**src/rtl/pgwalk_pkg.sv**
```systemverilog
`timescale 1ns/1ps
// Shared encodings for the page table walker: fault codes, access bits
// and the positions of control bits inside a table entry.
package pgwalk_pkg;

    typedef enum logic [2:0] {
        FLT_NONE = 3'd0,
        FLT_ACV  = 3'd1,
        FLT_TNV  = 3'd2,
        FLT_FOR  = 3'd3,
        FLT_FOW  = 3'd4,
        FLT_FOE  = 3'd5
    } flt_e;

    // access / protection bit positions
    localparam int ACC_RD = 0;
    localparam int ACC_WR = 1;
    localparam int ACC_EX = 2;

    // entry control bits
    localparam int PTE_V   = 0;
    localparam int PTE_FOR = 1;
    localparam int PTE_FOW = 2;
    localparam int PTE_FOE = 3;
    localparam int PTE_KRE = 8;
    localparam int PTE_KWE = 12;

    localparam logic [1:0] MODE_KERNEL = 2'd0;

endpackage

```
**src/rtl/pgwalk_front.sv**
```systemverilog
`timescale 1ns/1ps
// Front decoder: settles requests that need no table read (physical
// bypass, non-canonical address, kernel superpage window).
// Assumes: combinational, evaluated on the raw request inputs.
module pgwalk_front
    import pgwalk_pkg::*;
#(
    parameter int ADDR_W  = 64,
    parameter int VA_BITS = 43,
    parameter int SP_SRC  = 40,
    parameter int SP_DST  = 43
) (
    input  logic              bypass,
    input  logic [1:0]        mode,
    input  logic [ADDR_W-1:0] vaddr,
    output logic              hit,
    output flt_e              code,
    output logic [ADDR_W-1:0] paddr,
    output logic [2:0]        prot
);
    localparam int HI_W = ADDR_W - VA_BITS;

    logic              canon;
    logic              super_win;
    logic [ADDR_W-1:0] sp_pa;

    assign canon     = (vaddr[ADDR_W-1:VA_BITS] == {HI_W{vaddr[ADDR_W-1]}});
    assign super_win = vaddr[ADDR_W-1] && (vaddr[VA_BITS-1:VA_BITS-2] == 2'b10);

    // Superpage relocation: low bits in place, one bit moved upward.
    always_comb begin
        sp_pa             = '0;
        sp_pa[SP_SRC-1:0] = vaddr[SP_SRC-1:0];
        sp_pa[SP_DST]     = vaddr[SP_SRC];
    end

    // Priority decode of the shortcut cases.
    always_comb begin
        hit   = 1'b0;
        code  = FLT_NONE;
        paddr = '0;
        prot  = '0;
        if (bypass) begin
            hit   = 1'b1;
            paddr = vaddr;
            prot  = 3'b111;
        end else if (!canon) begin
            hit  = 1'b1;
            code = FLT_ACV;
        end else if (super_win) begin
            hit = 1'b1;
            if (mode != MODE_KERNEL) begin
                code = FLT_ACV;
            end else begin
                paddr = sp_pa;
                prot  = 3'b111;
            end
        end
    end

endmodule

```
**src/rtl/pgwalk_index.sv**
```systemverilog
`timescale 1ns/1ps
// Entry address generator: picks the index field for a level and adds
// it, scaled by the entry size, to the table base.
// Assumes: level 0 takes the most significant index field.
module pgwalk_index #(
    parameter int ADDR_W    = 64,
    parameter int PAGE_BITS = 13,
    parameter int IDX_BITS  = 10,
    parameter int LEVELS    = 3,
    parameter int ENT_SHIFT = 3,
    parameter int LVL_W     = $clog2(LEVELS)
) (
    input  logic [ADDR_W-1:0] base,
    input  logic [ADDR_W-1:0] vaddr,
    input  logic [LVL_W-1:0]  lvl,
    output logic [ADDR_W-1:0] addr
);
    logic [IDX_BITS-1:0] idx_at [LEVELS];
    logic [IDX_BITS-1:0] idx_sel;

    for (genvar g = 0; g < LEVELS; g++) begin : g_fld
        assign idx_at[g] = vaddr[PAGE_BITS + (LEVELS-1-g)*IDX_BITS +: IDX_BITS];
    end

    // Select the index field of the requested level.
    always_comb begin
        idx_sel = '0;
        for (int i = 0; i < LEVELS; i++) begin
            if (lvl == LVL_W'(i)) idx_sel = idx_at[i];
        end
    end

    assign addr = base + (ADDR_W'(idx_sel) << ENT_SHIFT);

endmodule

```
**src/rtl/pgwalk_leaf.sv**
```systemverilog
`timescale 1ns/1ps
// Last-level evaluator: per-mode permission selection, access-violation
// check, fault-on-operation masking and physical address assembly.
// Assumes: combinational on the returned entry.
module pgwalk_leaf
    import pgwalk_pkg::*;
#(
    parameter int ADDR_W    = 64,
    parameter int PTE_W     = 64,
    parameter int PAGE_BITS = 13,
    parameter int FRAME_LSB = 32
) (
    input  logic [PTE_W-1:0]     pte,
    input  logic [1:0]           mode,
    input  logic [2:0]           need,
    input  logic [PAGE_BITS-1:0] offs,
    output flt_e                 code,
    output logic [2:0]           prot,
    output logic [ADDR_W-1:0]    paddr
);
    logic              rx_ok;
    logic              wr_ok;
    logic [2:0]        granted;
    logic [2:0]        blocked;
    logic [2:0]        kept;
    logic [ADDR_W-1:0] frame_pa;

    assign rx_ok    = pte[PTE_KRE + 32'(mode)];
    assign wr_ok    = pte[PTE_KWE + 32'(mode)];
    assign granted  = {rx_ok, wr_ok, rx_ok};
    assign blocked  = {pte[PTE_FOE], pte[PTE_FOW], pte[PTE_FOR]};
    assign kept     = granted & ~blocked;
    assign frame_pa = (ADDR_W'(pte[PTE_W-1:FRAME_LSB]) << PAGE_BITS) | ADDR_W'(offs);

    // Ordered checks: valid, permission, fault-on with exec > write > read.
    always_comb begin
        code  = FLT_NONE;
        prot  = kept;
        paddr = frame_pa;
        if (!pte[PTE_V]) begin
            code = FLT_TNV;
        end else if (need != 3'b000 && (granted & need) == 3'b000) begin
            code = FLT_ACV;
        end else if (need != 3'b000 && (kept & need) == 3'b000) begin
            if (need[ACC_EX])      code = FLT_FOE;
            else if (need[ACC_WR]) code = FLT_FOW;
            else                   code = FLT_FOR;
        end
        if (code != FLT_NONE) begin
            prot  = '0;
            paddr = '0;
        end
    end

endmodule

```
**src/rtl/pgwalk_top.sv**
```systemverilog
`timescale 1ns/1ps
// Three-level page table walker. Shortcut cases finish one cycle after
// acceptance; walks issue one read per level, one at a time, and finish
// one cycle after the deciding response. done is a single-cycle pulse
// and the block is idle in that cycle, ready for the next request.
// Assumes: the memory answers every request exactly once.
module pgwalk_top
    import pgwalk_pkg::*;
#(
    parameter int ADDR_W    = 64,
    parameter int PTE_W     = 64,
    parameter int VA_BITS   = 43,
    parameter int PAGE_BITS = 13,
    parameter int IDX_BITS  = 10,
    parameter int LEVELS    = 3,
    parameter int FRAME_LSB = 32,
    parameter int SP_SRC    = 40,
    parameter int SP_DST    = 43
) (
    input  logic              clk,
    input  logic              rst_n,
    input  logic              req_valid,
    input  logic              req_bypass,
    input  logic [1:0]        req_mode,
    input  logic [2:0]        req_need,
    input  logic [ADDR_W-1:0] req_vaddr,
    input  logic [ADDR_W-1:0] pt_base,
    output logic              busy,
    output logic              mem_req,
    output logic [ADDR_W-1:0] mem_addr,
    input  logic              mem_rsp_valid,
    input  logic [PTE_W-1:0]  mem_rsp_data,
    output logic              done,
    output logic [2:0]        res_code,
    output logic [ADDR_W-1:0] res_paddr,
    output logic [2:0]        res_prot
);
    localparam int LVL_W = $clog2(LEVELS);
    localparam logic [LVL_W-1:0] LAST = LVL_W'(LEVELS - 1);

    typedef enum logic {ST_IDLE, ST_WAIT} st_e;

    st_e               state;
    logic [LVL_W-1:0]  lvl_q;
    logic [ADDR_W-1:0] va_q;
    logic [2:0]        need_q;
    logic [1:0]        mode_q;

    logic              fr_hit;
    flt_e              fr_code;
    logic [ADDR_W-1:0] fr_paddr;
    logic [2:0]        fr_prot;

    flt_e              lf_code;
    logic [2:0]        lf_prot;
    logic [ADDR_W-1:0] lf_paddr;

    logic [ADDR_W-1:0] next_base;
    logic [ADDR_W-1:0] ix_base;
    logic [ADDR_W-1:0] ix_va;
    logic [LVL_W-1:0]  ix_lvl;
    logic [ADDR_W-1:0] ix_addr;

    assign busy      = (state != ST_IDLE);
    assign next_base = ADDR_W'(mem_rsp_data[PTE_W-1:FRAME_LSB]) << PAGE_BITS;
    assign ix_base   = busy ? next_base : pt_base;
    assign ix_va     = busy ? va_q : req_vaddr;
    assign ix_lvl    = busy ? lvl_q + LVL_W'(1) : '0;

    pgwalk_front #(
        .ADDR_W (ADDR_W), .VA_BITS(VA_BITS), .SP_SRC(SP_SRC), .SP_DST(SP_DST)
    ) i_front (
        .bypass (req_bypass),
        .mode   (req_mode),
        .vaddr  (req_vaddr),
        .hit    (fr_hit),
        .code   (fr_code),
        .paddr  (fr_paddr),
        .prot   (fr_prot)
    );

    pgwalk_index #(
        .ADDR_W(ADDR_W), .PAGE_BITS(PAGE_BITS), .IDX_BITS(IDX_BITS),
        .LEVELS(LEVELS), .ENT_SHIFT($clog2(PTE_W / 8)), .LVL_W(LVL_W)
    ) i_index (
        .base  (ix_base),
        .vaddr (ix_va),
        .lvl   (ix_lvl),
        .addr  (ix_addr)
    );

    pgwalk_leaf #(
        .ADDR_W(ADDR_W), .PTE_W(PTE_W), .PAGE_BITS(PAGE_BITS), .FRAME_LSB(FRAME_LSB)
    ) i_leaf (
        .pte   (mem_rsp_data),
        .mode  (mode_q),
        .need  (need_q),
        .offs  (va_q[PAGE_BITS-1:0]),
        .code  (lf_code),
        .prot  (lf_prot),
        .paddr (lf_paddr)
    );

    // Walk sequencer, read issue and result registers.
    always_ff @(posedge clk) begin
        if (!rst_n) begin
            state     <= ST_IDLE;
            lvl_q     <= '0;
            va_q      <= '0;
            need_q    <= '0;
            mode_q    <= '0;
            mem_req   <= 1'b0;
            mem_addr  <= '0;
            done      <= 1'b0;
            res_code  <= '0;
            res_paddr <= '0;
            res_prot  <= '0;
        end else begin
            done    <= 1'b0;
            mem_req <= 1'b0;
            case (state)
                ST_IDLE: begin
                    if (req_valid) begin
                        va_q   <= req_vaddr;
                        need_q <= req_need;
                        mode_q <= req_mode;
                        if (fr_hit) begin
                            done      <= 1'b1;
                            res_code  <= fr_code;
                            res_paddr <= fr_paddr;
                            res_prot  <= fr_prot;
                        end else begin
                            mem_req  <= 1'b1;
                            mem_addr <= ix_addr;
                            lvl_q    <= '0;
                            state    <= ST_WAIT;
                        end
                    end
                end
                ST_WAIT: begin
                    if (mem_rsp_valid) begin
                        if (lvl_q == LAST) begin
                            done      <= 1'b1;
                            res_code  <= lf_code;
                            res_paddr <= lf_paddr;
                            res_prot  <= lf_prot;
                            state     <= ST_IDLE;
                        end else if (!mem_rsp_data[PTE_V] || !mem_rsp_data[PTE_KRE]) begin
                            done      <= 1'b1;
                            res_code  <= mem_rsp_data[PTE_V] ? FLT_ACV : FLT_TNV;
                            res_paddr <= '0;
                            res_prot  <= '0;
                            state     <= ST_IDLE;
                        end else begin
                            mem_req  <= 1'b1;
                            mem_addr <= ix_addr;
                            lvl_q    <= lvl_q + LVL_W'(1);
                        end
                    end
                end
                default: state <= ST_IDLE;
            endcase
        end
    end

endmodule

```
**config.mk**
```make
export PLATFORM = sky130hd
export DESIGN_NAME = pgwalk_top
export DESIGN_NICKNAME = d
export VERILOG_FILES = /design/src/rtl/pgwalk_pkg.sv /design/src/rtl/pgwalk_front.sv /design/src/rtl/pgwalk_index.sv /design/src/rtl/pgwalk_leaf.sv /design/src/rtl/pgwalk_top.sv
export SDC_FILE = /design/constraint.sdc
export NUM_CORES = 1
export LEC_CHECK = 0
export ABC_AREA = 1
export BUFFER_PORTS_ARGS = -buffer_cell sky130_fd_sc_hd__buf_2
export CORE_MARGIN = 5
export CORE_UTILIZATION = 36
export CTS_BUF_LIST = sky130_fd_sc_hd__clkbuf_4 sky130_fd_sc_hd__clkbuf_8
export CTS_CLUSTER_SIZE = 30
export DETAILED_ROUTE_END_ITERATION = 12
export HOLD_SLACK_MARGIN = 0.06
export PLACE_DENSITY_LB_ADDON = 0.12
export SYNTH_ARGS = -nofsm -noshare
export SYNTH_HDL_FRONTEND = slang
export SYNTH_HIERARCHICAL = 1
export SYNTH_SLANG_ARGS = --single-unit
```
**constraint.sdc**
```tcl
create_clock -name clk -period 4.1 [get_ports clk]
set_clock_uncertainty 0.2 [all_clocks]
set_input_delay 1.23 -clock clk [delete_from_list [all_inputs] [get_ports clk]]
set_output_delay 1.23 -clock clk [all_outputs]
set_load 0.1 [all_outputs]
```
======== Yosys cells after proc, flatten, opt, wreduce, memory -nomap -nowiden ========
Index checks and enable logic that the tools add are counted.
W data, S select, Z words.
cells by class
  reductions and logical operators ........ 15
  bitwise gates (word level) .............. 6
  order comparisons ....................... 2
  mux-type cells .......................... 77
  add/subtract/negate cells ............... 4
  eq/ne operators ......................... 12
operators by type and width
  operator               count
  $mux W64               15
  $pmux W64 S2           2
  $mux W3                23
  $add A64 B13 Y64       1
  $lt A32 B7 Y1 const B  2
  $or A45 B13 Y45        1
  $mux W44               1
  $mux W43               1
  $mux W10               3
  $eq A20 B20 Y1         1
  $mux W1                17
  $mux W2                7
  $bmux W1 S6            2
  $ne A2 B2 Y1 const B   6
  $pmux W3 S2            2
  $add A4 B2 Y5 const A  2
  $and A3 B3 Y3          3
  $eq A2 B2 Y1 const B   3
  $logic_not A3 Y1       2
  $pmux W1 S2            3
  $reduce_bool A3 Y1     2
  $reduce_and A5 Y1      1
  $pmux W2 S2            1
  $reduce_and A4 Y1      1
  11 further kinds       14
word-level totals
  logic and storage cells ................. 127
  bits in registers ....................... 187

======== Longest topological paths before layout ========
Gate-level depths: netlist of run 1.
  word-level depth ........................ 15
  depth in mapped cells ................... 27

======== Cells and area by module ========
Netlist of run 1, hierarchy kept.
by module, submodules not included
  module        cells an instance  area each (sq um)  times used
  pgwalk_top    1767               10841.6            1
  pgwalk_index  608                2935.3             1
  pgwalk_front  337                1475.2             1
  pgwalk_leaf   171                933.4              1

======== Worst setup path after synthesis of run 1 ========
Ideal clock, no wire load.
  path type ............................... reg-to-reg
  start ................................... register state (netlist: busy)
  end ..................................... register mem_addr[45]
  slack ................................... 0.050 ns
  data required time ...................... 3.783 ns
  arrival ................................. 3.734 ns
  cell stages (with the launch flop) ...... 26
  setup time .............................. 0.117 ns
  path through ............................ dfxtp_1 inv_2 buf_4 buf_4 buf_2 nor2_2 clkbuf_1 nand2_1 nor2_1 o21ai_0 ha_1 fa_1 nand3_1 nand2_2 nand2_1 nand2_2 nand2_1 nand2_4 nand2_1 nor2_1 nand2_1 nand2_1 inv_1 nand3_1 nand2_1 nor2_1
between the ends
  word-level cells in the longest chain between the ends .. 10
ends and longest elaborated chain
  what                    line                text
  start, declared         pgwalk_top.sv:43    st_e state;
  start signal, assigned  pgwalk_top.sv:107   state <= ST_IDLE;
  start signal, assigned  pgwalk_top.sv:136   state <= ST_WAIT;
  start signal, assigned  pgwalk_top.sv:147   state <= ST_IDLE;
  $mux W2 *               pgwalk_top.sv:68    assign ix_lvl = busy ? lvl_q + LVL_W'(1) : '0;
  net ix_lvl[0]           pgwalk_top.sv:61    logic [LVL_W-1:0] ix_lvl;
  $logic_not A2 Y1        pgwalk_index.sv:29  if (lvl == LVL_W'(i)) idx_sel = idx_at[i];
  $mux W10 (2 in a row)   pgwalk_index.sv:29
  $mux W10 *              pgwalk_index.sv:29
  $add A64 B13 Y64 *      pgwalk_index.sv:33  assign addr = base + (ADDR_W'(idx_sel) << ENT_SHIFT);
  net ix_addr[45]         pgwalk_top.sv:62    logic [ADDR_W-1:0] ix_addr;
  $mux W64                pgwalk_top.sv:148   end else if (!mem_rsp_data[PTE_V] || !mem_rsp_data[PTE_KRE]) begin
  $mux W64                pgwalk_top.sv:142   if (lvl_q == LAST) begin
  $mux W64                pgwalk_top.sv:141   if (mem_rsp_valid) begin
  $pmux W64 S2 *          pgwalk_top.sv:121   case (state)
  end signal, assigned    pgwalk_top.sv:134   mem_addr <= ix_addr;
  end signal, assigned    pgwalk_top.sv:156   mem_addr <= ix_addr;
  end, declared           pgwalk_top.sv:30    output logic [ADDR_W-1:0] mem_addr,
Mark *: on every way through the listed nets, which the timed path passes. The rest lies on a longest branch. The select of a mux whose other input is x is not followed.
A chain may end at the register's enable or synchronous reset.

======== Worst setup path in the final report of run 1 ========
  start ................................... register lvl_q[0]
  end ..................................... register mem_addr[21]
between the ends
  word-level cells in the longest chain between the ends .. 11
ends and longest elaborated chain
  what                    line                text
  start, declared         pgwalk_top.sv:44    logic [LVL_W-1:0] lvl_q;
  start signal, assigned  pgwalk_top.sv:157   lvl_q <= lvl_q + LVL_W'(1);
  $add A2 B1 Y2 *         pgwalk_top.sv:68
  $mux W2 *               pgwalk_top.sv:68
  net ix_lvl[1]           pgwalk_top.sv:61
  $logic_not A2 Y1        pgwalk_index.sv:29
  $mux W10 (2 in a row)   pgwalk_index.sv:29
  $mux W10 *              pgwalk_index.sv:29
  $add A64 B13 Y64 *      pgwalk_index.sv:33
  net ix_addr[21]         pgwalk_top.sv:62
  $mux W64                pgwalk_top.sv:148
  $mux W64                pgwalk_top.sv:142
  $mux W64                pgwalk_top.sv:141
  $pmux W64 S2 *          pgwalk_top.sv:121
Marked as above.

==> qor.txt, run 1 <==
======================================================================================================
Vias/cell                                                                                        4.900
Post-CTS Hold Buffers                                                                                0
Total count of max-transition violations in the final report                                         0
Footprint of the flip-flops and latches                                                       3747 um2
Largest voltage drop on the vdd net                                                          0.2248 mV
Final setup violation count                                                                          0
Wire length of the first global-routing pass                                                  93.78 mm
Number of fill cells in the layout                                                                4753
Vias in the first global route                                                                   16360
Buffer type at the clock tree root                                                            clkbuf_8
Floorplan core area                                                                          41760 um2
Height of the die                                                                             215.1 um
Post-route minimum period                                                                     3.877 ns
Total number of clock tree sinks                                                                   187
Final antenna-violating net count                                                                    0
Vias after detailed routing                                                                      17140
Worst Reg-to-Reg Cells                                                                              22
Worst Tran Pin Value                                                                         0.9163 ns
Switching power total                                                                         1.794 mW
DRC marker count from the first detailed-route iteration                                          1234
Quantity of gates resized following cts                                                              0
Endpoint of the most critical setup path                                                  mem_addr[21]
Classification of the worst-slack hold path                                               flip-flop to flip-flop
Max Cap Viol                                                                                         0
Slack of the worst reg-to-reg path                                                             0.22 ns
Maximum number of pins on one net before global-route repair                                       105
ANT cells                                                                                            0
Grt peak-use layer                                                                                met2
Number of top-level design ports                                                                   339
Required time reported for the critical path endpoint                                          4.42 ns
DRT Wirelength                                                                                60.37 mm
Global Route met2 Usage                                                                         41.78%
Clk pwr share                                                                                    28.6%
Met1 global-route usage                                                                         34.67%
Per-instance average area after synthesis                                                    5.561 um2
Part of the total power dissipated in combinational logic                                        29.3%
Static power due to leakage                                                                   9.517 nW
Overall routing resource usage                                                                  25.61%
Kind of start point of the critical path                                                     flip-flop
CTS H-Tree Depth                                                                                     4
Mapped Cells                                                                                      2723
Clock transition at the register clock pins on the worst setup and hold paths after CTS        0.11 ns
Area growth syn-to-layout                                                                       14.76%
Layout Nets                                                                                       3163
Area of the multi-input gates                                                                 8931 um2
Launching instance or port of the critical path                                               lvl_q[0]
Final cycle utilization of the critical path                                                    94.56%
Setup Buffers After CTS                                                                              0
Remaining global-route overflow                                                                      0
Buffers on Ports                                                                                   318
Buffer levels on the longest clock path                                                              2
Status                                                                                    finished clean
Yosys warns                                                                                          6
Classification of the worst setup path                                                    flip-flop to flip-flop
Flop pwr share                                                                                   42.1%
Mapped cell area                                                                             15140 um2
Cell area power density                                                                   264.4 nW/um2
Antenna violations before repair                                                                     1
Floorplan die area                                                                           46270 um2
Die X-Extent                                                                                  215.1 um
Grt met3 use                                                                                    4.447%
Kind of end point of the critical path                                                       flip-flop
Final number of hold-violating endpoints                                                             0
CTS Buf Count                                                                                       17
Biggest fanout along the worst timing path                                                           9
Number of detailed-routing iterations run before antenna repair                                      6
DPL Wire Length                                                                               46.47 mm
Remaining max-slew budget at the tightest pin                                                   38.92%
RSZ-0062 raised after global routing                                                              true
CP arrival                                                                                     4.20 ns
Post-layout power                                                                             4.595 mW
R2R Path End                                                                              mem_addr[21]
Fraction of layout cells with a size suffix above 1                                             16.89%
Worst reg2reg path startpoint                                                                 lvl_q[0]
Setup TNS                                                                                         0 ns
Maximum clock rate                                                                          0.2579 GHz
Internal power component                                                                      2.801 mW
CTS tree                                                                                          done
Final routed wire length divided by cell count                                                17.25 um
Clk_lat worst skew                                                                             0.59 ns
Net switching fraction of the power                                                             39.05%
Site Rows                                                                                           75
Post-route DRC violation count                                                                       0
Effective utilization at floorplan                                                              36.26%
Final RePlAce weighted congestion                                                               0.9729
======================================================================================================
==> critical path, cell delays in order, from the launching register on <==
cell and delay [ns]:
dfxtp_1 0.37, inv_1 0.08, ha_2 0.27, or2_1 0.25, inv_1 0.10, inv_1 0.14, buf_4 0.19, o21ai_0 0.07
o21ai_1 0.14, ha_1 0.23, fa_1 0.41, nand3_1 0.12, nand2_2 0.14, nand2_1 0.10, nand2_2 0.08, nand2_1 0.11
nand2_4 0.12, nand2_1 0.17, xor2_1 0.21, inv_1 0.07, nand3_1 0.08, nand2_1 0.05, nor2_1 0.09
==> flip-flops by register name (all words and copies together) (netlist names) <==
name       cells
mem_addr      64
res_paddr     64
va_q          43
need_q         3
res_code       3
res_prot       3
lvl_q          2
mode_q         2
busy           1
done           1
mem_req        1
==> per-stage QoR <==
stage / cell area, um2 / hold WS [ns] / std cells / util [%] / setup WS, ns
2_1_floorplan: 15210 / 0.2237 / 2742 / - / 0.05858
5_1_grt: 17380 / 0.2694 / 3499 / 41.62 / -0.03435
6_report: 17380 / 0.2509 / 3499 / 41.62 / 0.2231
3_5_place_dp: 16970 / 0.2369 / 3468 / 40.64 / 0.02632
4_1_cts: 17350 / 0.2531 / 3499 / 41.56 / 0.1975
3_3_place_gp: 16970 / 0.2320 / 3468 / 40.64 / 0.04048
==> metal layers <==
layer | vias up | part of all wire (%) | routed length, um
li1 | 8819 | - | -
met1 | 7799 | 46 | 27900
met2 | 465 | 46 | 27530
met3 | 61 | 5.4 | 3267
met4 | 0 | 2.8 | 1670
met5 | - | 0 | 0
==> worst min-delay path by stage <==
stage,start,endpoint,slack [ns],cells past startpoint
global route,va_q[10],va_q[10],0.27,2
detailed placement,va_q[5],va_q[5],0.24,2
finish,va_q[5],va_q[5],0.25,2
CTS,va_q[5],va_q[5],0.25,2
global placement,va_q[16],va_q[16],0.23,2
floorplan,va_q[0],va_q[0],0.22,2
==> layout make-up <==
class,instances,area share [%]
repair buffers,382,12.44
flip-flops and latches,187,21.56
clock buffers,18,1.390
multi-input cells,1967,51.39
clock inverters,13,0.8280
well taps,539,3.881
inverters,393,8.503
==> power by group through the flow <==
stage | Clock (mW) | Sequential [mW] | Combinational (mW)
floorplan | 0 | 2.28 | 0.652
global placement | 0 | 1.97 | 1.34
detailed placement | 0 | 1.98 | 1.34
CTS | 1.37 | 1.93 | 1.35
global route | 1.43 | 1.94 | 1.48
finish | 1.31 | 1.93 | 1.35
==> cell usage in the layout, fill, tap and decap left out, types with 2 or more instances in the layout <==
cell / n
buf_12: 7
nor2_2: 15
nor3_4: 2
nand2_2: 16
o21bai_1: 2
nand4_1: 63
nor3_2: 21
xor2_1: 25
buf_4: 58
ha_1: 11
o21ai_2: 2
o22ai_1: 4
nand3_1: 277
nand3_2: 8
a21oi_1: 124
clkbuf_8: 17
o21ai_1: 16
inv_2: 10
clkinvlp_4: 3
clkinv_2: 3
nand2_1: 821
nor3_1: 48
nand2_4: 3
nand3b_1: 14
clkinv_1: 13
buf_2: 317
o21ai_0: 81
inv_6: 2
or2_2: 2
or2_1: 3
nor2_1: 378
dfxtp_1: 186
inv_1: 369
conb_1: 21
clkinv_4: 2
bufinv_16: 2
Power figures use the tool's default switching activity.
==> run 2, diff against run 1 <==
--- a/config.mk
+++ b/config.mk
@@ -13,7 +13,7 @@
 export CTS_CLUSTER_SIZE = 30
 export DETAILED_ROUTE_END_ITERATION = 12
 export HOLD_SLACK_MARGIN = 0.06
-export PLACE_DENSITY_LB_ADDON = 0.12
+export PLACE_DENSITY = 0.64
 export SYNTH_ARGS = -nofsm -noshare
 export SYNTH_HDL_FRONTEND = slang
 export SYNTH_HIERARCHICAL = 1
==> constraint.sdc (replaced) <==
create_clock -name clk -period 4.2 [get_ports clk]
set_clock_uncertainty 0.2 [all_clocks]
set_input_delay 1.26 -clock clk [delete_from_list [all_inputs] [get_ports clk]]
set_output_delay 1.26 -clock clk [all_outputs]
set_load 0.1 [all_outputs]
==> run 2 against run 1 <==
First-iteration DRC count rose by 4.2%. Sequential share of layout area is 0.14 points higher. Worst hold slack worse by 0.0019 ns. Total power is 3.6% lower. Register-to-register slack improved by 0.02 ns. Die area stayed put.
==> qor.txt, run 2 (synthesis results as in run 1) <==
======================================================================================================
Required time reported for the critical path endpoint                                          4.52 ns   +0.10 ns
Effective utilization at floorplan                                                              36.26%   unchanged
Clk pwr share                                                                                    28.4%   -0.2 points
Remaining max-slew budget at the tightest pin                                                   33.16%   -5.8 points
DPL Wire Length                                                                               42.77 mm   -8.0%
Max Cap Viol                                                                                         0   unchanged
CTS H-Tree Depth                                                                                     4   unchanged
Remaining global-route overflow                                                                      0   unchanged
Final setup violation count                                                                          0   unchanged
Internal power component                                                                      2.692 mW   -3.9%
CTS tree                                                                                          done
Cell with the largest stage delay on the worst path                                               ha_1
Buffer type at the clock tree root                                                            clkbuf_8
Buffers on Ports                                                                                   318   unchanged
Vias/cell                                                                                        4.833   -1.4%
Largest delay contributor family on the critical path                                     simple AND/OR/NAND/NOR gates
Vias after detailed routing                                                                      16830   -1.8%
Worst hold start                                                                              va_q[10]
Largest registers in the final layout                                                     mem_addr: 64 flops, res_paddr: 64 flops, va_q: 43 flops
Floorplan die area                                                                           46270 um2   unchanged
Net switching fraction of the power                                                             39.25%   +0.20 points
CP arrival                                                                                     4.27 ns   +0.07 ns
Post-layout power                                                                             4.432 mW   -3.6%
Area growth syn-to-layout                                                                       14.01%
Final routed wire length divided by cell count                                                16.30 um   -5.5%
Height of the die                                                                             215.1 um   unchanged
DRC marker count from the first detailed-route iteration                                          1286   +4.2%
Final cycle utilization of the critical path                                                    94.14%   -0.42 points
Worst Hold Endpoint                                                                           va_q[10]
Overall routing resource usage                                                                  23.90%   -1.7 points
CTS Buf Count                                                                                       17   unchanged
Worst reg2reg path startpoint                                                                 lvl_q[0]
Final RePlAce weighted congestion                                                               0.9922   +2.0%
Slowest Stage Delay on Critical Path                                                           0.39 ns   -0.02 ns
Classification of the worst-slack hold path                                               flip-flop to flip-flop
Cells traversed along the worst timing path                                               inv_1 > ha_2 > or2_1 > inv_1 > clkinvlp_4 > nor2_4 > inv_1 > o22ai_1 > nor2_1 > ha_1 > nand2_2 > nor2_1 > nand2_1 > nor2_1 > nand2_1 > nand2_1 > xor2_1 > inv_1 > nand3_1 > nand2_1 > nor2_1
Largest voltage drop on the vdd net                                                          0.2270 mV   +0.95%
Commonest non-fill, non-tap cell in the layout                                                 nand2_1
Switching power total                                                                         1.739 mW   -3.1%
Final antenna-violating net count                                                                    0   unchanged
R2R Path End                                                                              mem_addr[22]
Layout Nets                                                                                       3141   -0.70%
Cell area power density                                                                   256.7 nW/um2   -2.9%
Flop pwr share                                                                                   42.5%   +0.4 points
DRT Wirelength                                                                                56.79 mm   -5.9%
Maximum clock rate                                                                          0.2529 GHz   -1.9%
Post-route minimum period                                                                     3.954 ns   +0.07704 ns
Worst Reg-to-Reg Cells                                                                              21   -4.5%
Total count of max-transition violations in the final report                                         0   unchanged
Kind of start point of the critical path                                                     flip-flop
Classification of the worst setup path                                                    flip-flop to flip-flop
Status                                                                                    finished clean
Wire length of the first global-routing pass                                                  87.37 mm   -6.8%
Clk_lat worst skew                                                                             0.58 ns   about the same
Commonest cells after routing, fill and taps aside                                        824 x nand2_1, 378 x nor2_1, 368 x inv_1
Antenna violations before repair                                                                     9   +8
Part of the total power dissipated in combinational logic                                        29.1%   -0.2 points
Total placed cells including tap cells                                                            3443   -0.72%
Total number of clock tree sinks                                                                   187   unchanged
Vias in the first global route                                                                   15440   -5.6%
Final cell count without fillers                                                                  3483   -0.46%
Slack of the worst reg-to-reg path                                                             0.25 ns   +0.02 ns
Kind of end point of the critical path                                                       flip-flop
Site Rows                                                                                           75   unchanged
Die X-Extent                                                                                  215.1 um   unchanged
Static power due to leakage                                                                   9.422 nW   -1.0%
Floorplan core area                                                                          41760 um2   unchanged
Maximum number of pins on one net before global-route repair                                       140   +33%
Post-route DRC violation count                                                                       0   unchanged
Fraction of layout cells with a size suffix above 1                                             16.17%   -0.72 points
Number of detailed-routing iterations run before antenna repair                                      5   -1
Buffer and inverter count on the worst path                                                          5   unchanged
Buffer levels on the longest clock path                                                              2   unchanged
Number of instances on the worst hold path                                                           2   unchanged
Clock transition at the register clock pins on the worst setup and hold paths after CTS        0.11 ns   about the same
Biggest fanout along the worst timing path                                                           7   -2
Worst Tran Pin Value                                                                          1.003 ns   +0.08635 ns
Post-CTS Hold Buffers                                                                                0   unchanged
Number of top-level design ports                                                                   339   unchanged
Final number of hold-violating endpoints                                                             0   unchanged
======================================================================================================
run 2: cell count changes in the layout (fill, tap and decap cells not counted), moves of 2 or more:
cell      before  now
nor2_4         1    3
nand2_1      821  824
buf_4         58   31
nor2_2        15   13
buf_12         7   11
diode_2        0    6
nand2_2       16   14
clkinv_2       3    1
run 2: what timing repair did:
action	4_1_cts	5_1_grt
resized for setup	0	6
setup endpoints to repair	0	41
buffers inserted	0	3
run 2: worst max-delay path by stage:
stage	from	to	slack, ns	cells past startpoint
global route	lvl_q[0]	mem_addr[52]	-0.0002	26
finish	lvl_q[0]	mem_addr[22]	0.25	21
detailed placement	req_vaddr[39]	mem_addr[52]	0.15	20
global placement	req_vaddr[39]	mem_addr[52]	0.18	20
floorplan	busy	mem_addr[45]	0.16	25
CTS	lvl_q[0]	mem_addr[52]	0.13	23
run 2: stage by stage:
step | TNS, ns | hold WS (ns) | setup slack, ns | utilization, % | cell area [um2]
after CTS | 0 | 0.2534 | 0.1288 | 41.21 | 17210
after global routing | -0.0001736 | 0.2700 | -0.0001736 | 41.34 | 17260
after floorplan | 0 | 0.2237 | 0.1586 | - | 15210
after detailed placement | 0 | 0.2362 | 0.1509 | 40.31 | 16830
after global placement | 0 | 0.2323 | 0.1844 | 40.31 | 16830
final | 0 | 0.2490 | 0.2461 | 41.34 | 17260
run 2: cell type report:
cell class,instances,area (um2)
clock inverters,11,113.9
multi-input cells,1967,8925
clock buffers,20,262.8
diodes,6,15.01
fillers,4784,24490
inverters,393,1481
repair buffers,360,2044
well taps,539,674.4
flip-flops and latches,187,3747
run 2: power groups by stage:
stage	Combinational, mW	Clock [mW]	Sequential, mW
floorplan	0.637	0	2.23
global placement	1.28	0	1.92
detailed placement	1.28	0	1.92
CTS	1.28	1.30	1.88
global route	1.41	1.37	1.89
finish	1.29	1.26	1.88
run 2: worst reg2reg max path: stages, from the launching register on:
cell and delay, ns:
dfxtp_1 0.33, inv_1 0.10, ha_2 0.28, or2_1 0.24, inv_1 0.14, clkinvlp_4 0.20
nor2_4 0.18, inv_1 0.10, o22ai_1 0.11, nor2_1 0.11, ha_1 0.39, nand2_2 0.13
nor2_1 0.29, nand2_1 0.09, nor2_1 0.11, nand2_1 0.07, nand2_1 0.24, xor2_1 0.29
inv_1 0.07, nand3_1 0.08, nand2_1 0.05, nor2_1 0.08
run 2: per-layer routing:
metal  part of all wire (%)  vias up  track usage [%]  wire length (um)
met5                  0.072        -                0                41
li1                       -     8777                -                 -
met2                     46      519            38.52             25910
met1                     44     7442            30.93             24930
met3                    6.7       89            5.390              3793
met4                    3.7        6            10.16              2117
==> run 3, diff against run 2 <==
--- a/config.mk
+++ b/config.mk
@@ -9,7 +9,7 @@
 export BUFFER_PORTS_ARGS = -buffer_cell sky130_fd_sc_hd__buf_2
 export CORE_MARGIN = 5
 export CORE_UTILIZATION = 36
-export CTS_BUF_LIST = sky130_fd_sc_hd__clkbuf_4 sky130_fd_sc_hd__clkbuf_8
+export CTS_BUF_LIST = sky130_fd_sc_hd__clkbuf_4 sky130_fd_sc_hd__clkbuf_8 sky130_fd_sc_hd__clkbuf_16
 export CTS_CLUSTER_SIZE = 30
 export DETAILED_ROUTE_END_ITERATION = 12
 export HOLD_SLACK_MARGIN = 0.06
==> run 3 against run 2 <==
Worst setup slack better by 0.012 ns. Global-route usage about the same. Combinational power about the same. Critical path depth unchanged. Sequential power about the same. Count of clock-buffer cells in the layout unchanged. Wire length down 0.14%. Core utilization up 0.45 points. First-iteration DRC count down 12%.
==> qor.txt, run 3 (synthesis results as in run 1) <==
======================================================================================================
Amount of wire on met3 after detailed routing                                                 3.730 mm   -1.7%
CP arrival                                                                                     4.18 ns   -0.09 ns
Standard cell area after detailed placement                                                  16830 um2   unchanged
Floorplan core area                                                                          41760 um2   unchanged
Wire length of the first global-routing pass                                                  87.47 mm   +0.11%
DPL Wire Length                                                                               42.77 mm   unchanged
Maximum clock rate                                                                          0.2537 GHz   +0.30%
Post-CTS Hold Buffers                                                                                0   unchanged
CTS Buf Count                                                                                       17   unchanged
Vias after detailed routing                                                                      16800   -0.21%
Area growth syn-to-layout                                                                       15.25%
Final setup violation count                                                                          0   unchanged
Worst Reg-to-Reg Cells                                                                              21   unchanged
Worst Tran Pin Value                                                                         0.9831 ns   -0.01957 ns
DRT Wirelength                                                                                56.71 mm   -0.14%
Final cycle utilization of the critical path                                                    93.85%   -0.29 points
Overall routing resource usage                                                                  23.90%   about the same
Remaining max-slew budget at the tightest pin                                                   34.46%   +1.3 points
Met1 wire length                                                                              24.80 mm   -0.53%
Number of fill cells in the layout                                                                4756   -0.59%
Site Rows                                                                                           75   unchanged
Die X-Extent                                                                                  215.1 um   unchanged
Number of top-level design ports                                                                   339   unchanged
Required time reported for the critical path endpoint                                          4.44 ns   -0.08 ns
Status                                                                                    finished clean
Vias/cell                                                                                        4.823   -0.21%
Smallest hold slack                                                                          0.2444 ns   -0.004591 ns
Number of instances on the worst hold path                                                           2   unchanged
Clock transition at the register clock pins on the worst setup and hold paths after CTS        0.08 ns   -0.03 ns
Total number of clock tree sinks                                                                   187   unchanged
Post-route minimum period                                                                     3.942 ns   -0.01200 ns
Commonest cells after routing, fill and taps aside                                        825 x nand2_1, 378 x nor2_1, 368 x inv_1
Setup TNS                                                                                         0 ns   unchanged
Floorplan die area                                                                           46270 um2   unchanged
Remaining global-route overflow                                                                      0   unchanged
Final number of hold-violating endpoints                                                             0   unchanged
Maximum number of pins on one net before global-route repair                                       140   unchanged
Clk_lat worst skew                                                                             0.49 ns   -0.09 ns
Antenna violations before repair                                                                     9   unchanged
Kind of start point of the critical path                                                     flip-flop
Pre-CTS setup slack                                                                          0.1509 ns   unchanged
Post-route DRC violation count                                                                       0   unchanged
DRC marker count from the first detailed-route iteration                                          1132   -12%
Largest voltage drop on the vdd net                                                          0.2722 mV   +20%
Number of detailed-routing iterations run before antenna repair                                      5   unchanged
Buffer levels on the longest clock path                                                              2   unchanged
Buffers on Ports                                                                                   318   unchanged
Core Util, Final                                                                                41.79%   +0.45 points
Area of the multi-input gates                                                                 8922 um2   about the same
Biggest fanout along the worst timing path                                                           7   unchanged
Vias in the first global route                                                                   15430   -0.058%
Cell area power density                                                                   276.2 nW/um2   +7.6%
Commonest non-fill, non-tap cell in the layout                                                 nand2_1
Static power due to leakage                                                                   9.509 nW   +0.92%
CTS H-Tree Depth                                                                                     4   unchanged
Final design instance area without fill                                                      17450 um2   +1.1%
CTS tree                                                                                          done
Largest registers in the final layout                                                     mem_addr: 64 flops, res_paddr: 64 flops, va_q: 43 flops
Classification of the worst setup path                                                    flip-flop to flip-flop
Effective utilization at floorplan                                                              36.26%   unchanged
Worst Slack Setup Final                                                                      0.2581 ns   +0.01200 ns
Layout Nets                                                                                       3141   unchanged
Kind of end point of the critical path                                                       flip-flop
Total count of max-transition violations in the final report                                         0   unchanged
Height of the die                                                                             215.1 um   unchanged
Fraction of layout cells with a size suffix above 1                                             16.13%   -0.034 points
Final RePlAce weighted congestion                                                               0.9922   unchanged
Classification of the worst-slack hold path                                               flip-flop to flip-flop
Met2 WL post-DR                                                                               26.00 mm   +0.37%
Buffer type at the clock tree root                                                           clkbuf_16
Final routed wire length divided by cell count                                                16.28 um   -0.14%
Final antenna-violating net count                                                                    0   unchanged
Footprint of the flip-flops and latches                                                       3747 um2   unchanged
Max Cap Viol                                                                                         0   unchanged
Highest routed metal layer                                                                        met5
======================================================================================================
run 3: changes by cell type in the layout (fill, tap and decap cells not counted):
cell and delta:
clkbuf_16 +17, clkbuf_8 -17, nand2_1 +1, nand2_2 -1, o21ai_0 -1, o21ai_1 +1
run 3: power by group:
group | switching [mW] | internal, mW | leakage, nW | total (mW)
Clock | 0.797 | 0.852 | 0.278 | 1.65
Sequential | 0.0359 | 1.85 | 1.54 | 1.88
Combinational | 0.947 | 0.341 | 7.70 | 1.29
run 3: final cells by class:
cell class | instances | area share [%]
Antenna cell | 6 | 0.08603
Clock buffer | 20 | 2.602
Clock inverter | 11 | 0.6524
Inverter | 393 | 8.488
Multi-Input combinational cell | 1967 | 51.12
Sequential cell | 187 | 21.47
Tap cell | 539 | 3.864
Timing Repair Buffer | 360 | 11.71
run 3: metrics by stage:
stage	cells	power, mW
final	3483	4.820
after global routing	3482	5.064
after global placement	3443	3.204
after floorplan	2742	2.865
after CTS	3474	4.862
after detailed placement	3443	3.204
run 3: path summary, 6_finish.rpt:
kind | startpoint | end | slack (ns)
worst min register to register | va_q[10] | va_q[10] | 0.24
worst max-delay path | lvl_q[0] | mem_addr[22] | 0.26
worst max register to register | lvl_q[0] | mem_addr[22] | 0.26
worst min-delay path | va_q[10] | va_q[10] | 0.24
run 3: routing by layer:
metal  up-vias  track usage [%]
li1       8769                -
met1      7420            30.83
met2       510            38.72
met3        92            5.137
met4         6            10.35
met5         -                0
run 3: worst max-delay path, stage by stage, from the launching register on:
cell,delay [ns]
dfxtp_1,0.32
inv_1,0.10
ha_2,0.28
or2_1,0.24
inv_1,0.14
clkinvlp_4,0.19
nor2_4,0.18
inv_1,0.10
o22ai_1,0.11
nor2_1,0.11
ha_1,0.39
nand2_2,0.13
nor2_1,0.29
nand2_1,0.09
nor2_1,0.11
nand2_1,0.07
nand2_1,0.24
xor2_1,0.29
inv_1,0.07
nand3_1,0.08
nand2_1,0.05
nor2_1,0.08
run 3: repair_timing:
action,4_1_cts,5_1_grt
setup buffers,0,3
gates resized for setup,0,6
endpoints found under the setup margin,0,38
